$ cat src/rtl/serial_cfg_pkg.sv
// serial_cfg_pkg
// Shared types and reset values for the serial configuration receiver.
// Assumes 8-bit registers. Any register index without a listed default resets to zero.
package serial_cfg_pkg;

    localparam int BYTE_W = 8;

    typedef enum logic [2:0] {
        ST_IDLE   = 3'd0,
        ST_RECV   = 3'd1,
        ST_ACK_LO = 3'd2,
        ST_ACK_HI = 3'd3,
        ST_HOLD   = 3'd4
    } rx_state_e;

    // Reset value of register idx.
    function automatic logic [BYTE_W-1:0] reset_value(input int idx);
        case (idx)
            1:       reset_value = 8'hCF;
            2, 3:    reset_value = 8'hFF;
            5:       reset_value = 8'h13;
            7:       reset_value = 8'h07;
            default: reset_value = 8'h00;
        endcase
    endfunction

endpackage

$ cat src/rtl/cfg_rx_sync.sv
// cfg_rx_sync
// Brings SCL and SDA into the clk domain through a chain of SYNC_DEPTH flops,
// then finds the SCL edges and the start and stop conditions on the bus.
// Assumes the bus is idle high. SYNC_DEPTH must be at least 2.
module cfg_rx_sync #(
    parameter int SYNC_DEPTH = 2
) (
    input  logic clk,
    input  logic rst_n,
    input  logic scl_in,
    input  logic sda_in,
    output logic sda_s,
    output logic scl_rise,
    output logic scl_fall,
    output logic start_det,
    output logic stop_det
);
    localparam int LINES = 2;   // line 0 = SCL, line 1 = SDA

    logic [LINES-1:0] raw;
    logic [LINES-1:0] sync_q;
    logic [LINES-1:0] prev_q;

    assign raw = {sda_in, scl_in};

    for (genvar g = 0; g < LINES; g++) begin : g_line
        logic [SYNC_DEPTH-1:0] chain;

        // Synchronizer chain for one line, reset to the idle level.
        always_ff @(posedge clk) begin
            if (!rst_n) chain <= '1;
            else        chain <= {chain[SYNC_DEPTH-2:0], raw[g]};
        end

        assign sync_q[g] = chain[SYNC_DEPTH-1];

        // One-cycle history of the line, used to find edges.
        always_ff @(posedge clk) begin
            if (!rst_n) prev_q[g] <= 1'b1;
            else        prev_q[g] <= sync_q[g];
        end
    end

    assign sda_s     = sync_q[1];
    assign scl_rise  =  sync_q[0] & ~prev_q[0];
    assign scl_fall  = ~sync_q[0] &  prev_q[0];
    assign start_det =  sync_q[0] &  prev_q[0] &  prev_q[1] & ~sync_q[1];
    assign stop_det  =  sync_q[0] &  prev_q[0] & ~prev_q[1] &  sync_q[1];

endmodule

$ cat src/rtl/cfg_rx_ctrl.sv
// cfg_rx_ctrl
// Protocol sequencer. It checks the address and skips the framing bytes. It
// sends one bit-write strobe for each committed data bit and drives the
// acknowledge. A bit is sampled on SCL rise and written on the next SCL fall,
// so a start or stop inside the high phase discards it.
// Assumes the edge and condition inputs come from cfg_rx_sync.
module cfg_rx_ctrl
    import serial_cfg_pkg::*;
#(
    parameter int           NUM_REGS   = 8,
    parameter int           SKIP_BYTES = 2,
    parameter logic [7:0]   SLAVE_ADDR = 8'hD2,
    localparam int          IDX_W      = (NUM_REGS > 1) ? $clog2(NUM_REGS) : 1
) (
    input  logic             clk,
    input  logic             rst_n,
    input  logic             sda_s,
    input  logic             scl_rise,
    input  logic             scl_fall,
    input  logic             start_det,
    input  logic             stop_det,
    output logic             wr_en,
    output logic [IDX_W-1:0] wr_idx,
    output logic [2:0]       wr_pos,
    output logic             wr_val,
    output logic             sda_oe
);
    localparam int FIRST_DATA = 1 + SKIP_BYTES;
    localparam int LAST_BYTE  = FIRST_DATA + NUM_REGS;
    localparam int CNT_W      = $clog2(LAST_BYTE + 1);

    rx_state_e        state;
    logic [2:0]       bit_cnt;
    logic [CNT_W-1:0] byte_no;
    logic             bit_pend;
    logic             bit_val;
    logic [6:0]       addr_sh;

    logic             commit;
    logic             in_data;
    logic             addr_match;
    logic [CNT_W-1:0] data_off;

    // Decode the commit strobe and where the bit goes.
    always_comb begin
        commit     = (state == ST_RECV) && bit_pend && scl_fall;
        in_data    = (byte_no >= CNT_W'(FIRST_DATA)) && (byte_no < CNT_W'(LAST_BYTE));
        data_off   = byte_no - CNT_W'(FIRST_DATA);
        addr_match = ({addr_sh, bit_val} == SLAVE_ADDR);
        wr_en      = commit && in_data;
        wr_idx     = data_off[IDX_W-1:0];
        wr_pos     = 3'd7 - bit_cnt;
        wr_val     = bit_val;
        sda_oe     = (state == ST_ACK_LO) || (state == ST_ACK_HI);
    end

    // Protocol state, bit and byte counters, and address shift.
    always_ff @(posedge clk) begin
        if (!rst_n) begin
            state    <= ST_IDLE;
            bit_cnt  <= '0;
            byte_no  <= '0;
            bit_pend <= 1'b0;
            bit_val  <= 1'b0;
            addr_sh  <= '0;
        end else if (start_det) begin
            state    <= ST_RECV;
            bit_cnt  <= '0;
            byte_no  <= '0;
            bit_pend <= 1'b0;
        end else if (stop_det) begin
            state    <= ST_IDLE;
            bit_pend <= 1'b0;
        end else begin
            case (state)
                ST_RECV: begin
                    if (scl_rise) begin
                        bit_pend <= 1'b1;
                        bit_val  <= sda_s;
                    end else if (commit) begin
                        bit_pend <= 1'b0;
                        if (byte_no == '0) addr_sh <= {addr_sh[5:0], bit_val};
                        if (bit_cnt == 3'd7) begin
                            bit_cnt <= '0;
                            if (byte_no == '0 && !addr_match) state <= ST_HOLD;
                            else                              state <= ST_ACK_LO;
                        end else begin
                            bit_cnt <= bit_cnt + 3'd1;
                        end
                    end
                end
                ST_ACK_LO: begin
                    if (scl_rise) state <= ST_ACK_HI;
                end
                ST_ACK_HI: begin
                    if (scl_fall) begin
                        state <= ST_RECV;
                        if (byte_no != CNT_W'(LAST_BYTE)) byte_no <= byte_no + 1'b1;
                    end
                end
                default: ;
            endcase
        end
    end

endmodule

$ cat src/rtl/cfg_rx_regs.sv
// cfg_rx_regs
// Bank of NUM_REGS configuration bytes, each written one bit at a time.
// Assumes at most one bit-write strobe per cycle. Reset values come from the package.
module cfg_rx_regs
    import serial_cfg_pkg::*;
#(
    parameter int  NUM_REGS = 8,
    localparam int IDX_W    = (NUM_REGS > 1) ? $clog2(NUM_REGS) : 1
) (
    input  logic                       clk,
    input  logic                       rst_n,
    input  logic                       wr_en,
    input  logic [IDX_W-1:0]           wr_idx,
    input  logic [2:0]                 wr_pos,
    input  logic                       wr_val,
    output logic [NUM_REGS*BYTE_W-1:0] cfg_flat
);
    for (genvar g = 0; g < NUM_REGS; g++) begin : g_reg
        logic [BYTE_W-1:0] value;

        // Load the reset value, or update a single addressed bit.
        always_ff @(posedge clk) begin
            if (!rst_n)                                 value         <= reset_value(g);
            else if (wr_en && wr_idx == IDX_W'(g))      value[wr_pos] <= wr_val;
        end

        assign cfg_flat[g*BYTE_W +: BYTE_W] = value;
    end

endmodule

$ cat src/rtl/serial_cfg_rx.sv
// serial_cfg_rx
// Top level of the write-only serial configuration receiver: synchronizer,
// protocol sequencer and register bank. The pad logic outside the block
// drives SDA low whenever sda_oe is 1.
module serial_cfg_rx
    import serial_cfg_pkg::*;
#(
    parameter int         NUM_REGS   = 8,
    parameter int         SKIP_BYTES = 2,
    parameter int         SYNC_DEPTH = 2,
    parameter logic [7:0] SLAVE_ADDR = 8'hD2
) (
    input  logic                       clk,
    input  logic                       rst_n,
    input  logic                       scl_in,
    input  logic                       sda_in,
    output logic                       sda_oe,
    output logic [NUM_REGS*BYTE_W-1:0] cfg_regs
);
    localparam int IDX_W = (NUM_REGS > 1) ? $clog2(NUM_REGS) : 1;

    logic             sda_s;
    logic             scl_rise;
    logic             scl_fall;
    logic             start_det;
    logic             stop_det;
    logic             wr_en;
    logic [IDX_W-1:0] wr_idx;
    logic [2:0]       wr_pos;
    logic             wr_val;

    cfg_rx_sync #(.SYNC_DEPTH(SYNC_DEPTH)) sync_i (
        .clk       (clk),
        .rst_n     (rst_n),
        .scl_in    (scl_in),
        .sda_in    (sda_in),
        .sda_s     (sda_s),
        .scl_rise  (scl_rise),
        .scl_fall  (scl_fall),
        .start_det (start_det),
        .stop_det  (stop_det)
    );

    cfg_rx_ctrl #(
        .NUM_REGS   (NUM_REGS),
        .SKIP_BYTES (SKIP_BYTES),
        .SLAVE_ADDR (SLAVE_ADDR)
    ) ctrl_i (
        .clk       (clk),
        .rst_n     (rst_n),
        .sda_s     (sda_s),
        .scl_rise  (scl_rise),
        .scl_fall  (scl_fall),
        .start_det (start_det),
        .stop_det  (stop_det),
        .wr_en     (wr_en),
        .wr_idx    (wr_idx),
        .wr_pos    (wr_pos),
        .wr_val    (wr_val),
        .sda_oe    (sda_oe)
    );

    cfg_rx_regs #(.NUM_REGS(NUM_REGS)) regs_i (
        .clk      (clk),
        .rst_n    (rst_n),
        .wr_en    (wr_en),
        .wr_idx   (wr_idx),
        .wr_pos   (wr_pos),
        .wr_val   (wr_val),
        .cfg_flat (cfg_regs)
    );

endmodule

$ cat config.mk
export PLATFORM = sky130hd
export DESIGN_NAME = serial_cfg_rx
export DESIGN_NICKNAME = d
export VERILOG_FILES = /design/src/rtl/serial_cfg_pkg.sv /design/src/rtl/cfg_rx_sync.sv /design/src/rtl/cfg_rx_ctrl.sv /design/src/rtl/cfg_rx_regs.sv /design/src/rtl/serial_cfg_rx.sv
export SDC_FILE = /design/constraint.sdc
export NUM_CORES = 1
export LEC_CHECK = 0
export ABC_AREA = 1
export BUFFER_PORTS_ARGS = -buffer_cell sky130_fd_sc_hd__buf_2
export CAP_MARGIN = 40
export CORE_ASPECT_RATIO = 0.6
export CORE_UTILIZATION = 55
export CTS_CLUSTER_SIZE = 28
export DETAILED_ROUTE_END_ITERATION = 12
export PLACE_DENSITY = 0.78
export SYNTH_ARGS = -nofsm -noshare
export SYNTH_HDL_FRONTEND = slang
export SYNTH_HIERARCHICAL = 1
export SYNTH_SLANG_ARGS = --single-unit
$ cat constraint.sdc
create_clock -name clk -period 3 [get_ports clk]
set_input_delay 0.3 -clock clk [delete_from_list [all_inputs] [get_ports clk]]
set_output_delay 0.3 -clock clk [all_outputs]
set_load 0.02 [all_outputs]
==> metrics.md <==
| Metric | Value |
|---|---|
| CTS max path bufs | `2` |
| PortBufs | `68` |
| Main combinational cell family by area after synthesis | `simple AND/OR/NAND/NOR gates` |
| Leakage | `2.026 nW` |
| Setup TNS | `0 ps` |
| FF-to-FF path depth | `11` |
| Final core utilization | `0.6715` |
| Post-synthesis instance total | `558` |
| Router iterations before antenna repair | `7` |
| Register area share after synthesis | `0.4425` |
| Die width | `112.5 um` |
| DR vias | `3797` |
| CP startpoint kind | `flip-flop` |
| Reg-to-reg slack, setup | `600 ps` |
| CTS tree | `done` |
| DR WL/cell | `14.03 um` |
| Final GP Congestion | `0.8324` |
| Vias in the first global route | `3170` |
| XOR/XNOR Fraction of Synth Area | `0.002175` |
| Worst Hold Launch | `sda_in` |
| Post-DP HPWL | `6824 um` |
| Max-cap violations | `0` |
| Chip Height | `68.28 um` |
| Final setup viols | `0` |
| # IOs | `69` |
| Initial antenna violation count | `0` |
| Crit Path Class | `flip-flop to flip-flop` |
| Final min period | `2403 ps` |
| Critical path arrival | `2600 ps` |
| Final hold viol count | `0` |
| Slew HR | `0.4715` |
| Mux share of post-synthesis cell area | `0` |
| Worst-path clk slew | `60 ps` |
| Reg-to-reg endpoint | `regs_i/g_reg[2].value[3]` |
| YS warnings | `6` |
| FFs w/ async S/R, synth | `0` |
| Ys flop type | `dfxtp_1` |
| H-Tree Depth | `3` |
| Synth Area in Adders | `0.01243` |
| Area growth, synth to finish | `14.70%` |
| Hold Path Class | `input pin to flip-flop` |
| CP Max Fanout | `16` |
| Post-synthesis compound-gate area fraction | `0.09758` |
| Post-synthesis simple-gate area fraction | `0.3558` |
| Diode count | `0` |
| DR DRC count | `0` |
| Final Skew | `6.145 ps` |
| Core area | `6878 um2` |
| Number of synthesized register bits | `89` |
| Top cells by area, synth | `dfxtp_1 44%, nand3_1 13%, nand2_1 9.8%` |
| Worst skew pair latency | `340 ps` |
| Final ANT Viol Nets | `0` |
| FMAX | `0.4161 GHz` |
| Worst endpoint required time | `3190 ps` |
| Root Buffer Master | `clkbuf_16` |
| Synth Area per Inst | `7.216 um2` |
| Critical Path Sink Type | `flip-flop` |
| Fin crit share | `0.8010` |
| Initial Util | `0.5854` |
| Nets | `619` |
| Syn Nets | `566` |
| Total CTS buffers | `9` |
| Share of post-route cells with drive strength above 1 | `0.2013` |
| Pin count of the biggest net entering global routing | `80` |
| GRT overflow | `0` |
| Status | `complete, no violations` |
| RSZ-0062 raised after global routing | `no` |
| Global-route wire length before repair | `15910 um` |
| CTS Hold Bufs | `0` |
| Synth unique cells | `29` |
| Actual slew at the worst max-slew pin | `792.8 ps` |
| WHS Endpoint | `sync_i/g_line[1].chain[0]` |
| Post-synth EDFFs | `0` |
| Most frequent cells after synthesis | `105 x nand2_1, 104 x nand3_1, 89 x dfxtp_1, 61 x nor2_1, 52 x a21oi_1` |
| Cell with the most instances after synthesis | `nand2_1` |
| Area share of the largest cell type after synthesis | `0.4425` |
| Slew Limit Fails | `0` |
| Reg2reg start | `sync_i/prev_q[0]` |
| Max VDD drop | `313.5 uV` |
| Total GRT Usage | `0.2723` |
| DRT iter0 DRCs | `292` |
| Synthesized area | `4026 um2` |
| Pwr Density | `491.6 nW/um2` |
| Overall routed net length | `9861 um` |
| Cell row count | `23` |
| Die Area | `7678 um2` |
| Largest area contributor in the netlist | `dfxtp_1` |
| Routed vias/inst | `5.401` |
| Hold Path Depth | `3` |
| Clock tree sinks | `89` |
[area by class of cell]
cell class	count	area, um2
clock buffer	12	236.5
fill	625	2260
tap	87	108.9
sequential	89	1782
multi-input combinational	386	1889
timing repair buffer	73	377.9
inverter	52	195.2
clock inverter	4	28.78
[report_power, final]
part	switching, mW	leakage [nW]	total, mW	internal (mW)
Clock	0.453	0.123	1.02	0.563
Sequential	0.00350	0.719	1.19	1.19
Combinational	0.0466	1.18	0.0646	0.0180
[critical path, cell delays in order, from the launching register on]
cell	delay [ps]
dfxtp_1	340
inv_1	40
nor2_1	240
nand2_2	160
nor2_8	160
inv_1	70
nor3_2	310
nand2_2	170
nor2_2	490
nand2_1	100
nand2_1	90
nand3_1	70
[state kept, by name, summed over array words and instances (netlist names)]
name / count
ctrl_i/addr_sh: 7
ctrl_i/byte_no: 4
sync_i/g_line.chain: 4
ctrl_i/state: 3
ctrl_i/bit_pend: 1
regs_i/g.value: 64
sync_i/prev_q: 2
ctrl_i/wr_val: 1
ctrl_i/bit_cnt: 3
[per-layer routing]
layer / global-route usage / routed length, um
met3: 0.07972 / 852
met2: 0.4030 / 4095
met4: 0.08333 / 100
met1: 0.3828 / 4812
met5: 0 / 0
[cells by family after synthesis]
| group | Yosys count |
|---|---|
| buf+inv | 83 |
| compound gates | 76 |
| xor+xnor | 1 |
| fa+ha+maj | 4 |
| flops | 89 |
| simple gates | 305 |
[metrics by stage]
stage	setup slack, ps	cells	instance area, um2	total power [mW]	hold slack, ps
after floorplan	812.8	558	4026	1.265	368.7
after global placement	521.9	687	4348	1.277	390.1
after detailed placement	403.9	687	4348	1.279	391.2
after CTS	378.9	703	4613	2.283	128.6
after global routing	280.3	703	4618	2.344	138.6
final	597.0	703	4618	2.270	129.3
[how the worst max path moves through the flow]
stage          cells after the start                        to              from
6_report                          11  regs_i/g_reg[2].value[3]  sync_i/prev_q[0]
5_1_grt                           11  regs_i/g_reg[7].value[6]  sync_i/prev_q[0]
4_1_cts                           11  regs_i/g_reg[5].value[4]  sync_i/prev_q[0]
3_5_place_dp                      11  regs_i/g_reg[5].value[4]  sync_i/prev_q[0]
3_3_place_gp                      11  regs_i/g_reg[7].value[2]  sync_i/prev_q[0]
2_1_floorplan                     12  regs_i/g_reg[4].value[5]  sync_i/prev_q[0]
[cell usage in the layout, fill, tap and decap left out, drive strengths merged, types with 12 or more instances in the layout]
cell / netlist / routed
nor2: 76 / 76
nand2: 112 / 112
o21ai: 21 / 21
dfxtp: 89 / 89
buf: 18 / 73
a21oi: 53 / 53
inv: 50 / 51
clkbuf: 13 / 12
nand3: 108 / 108
[repair_timing]
action	4_1_cts	5_1_grt
gates resized for setup	0	1
setup endpoints to repair	0	1
setup buffers	0	0
No activity file was read; power rests on OpenSTA's default activity.
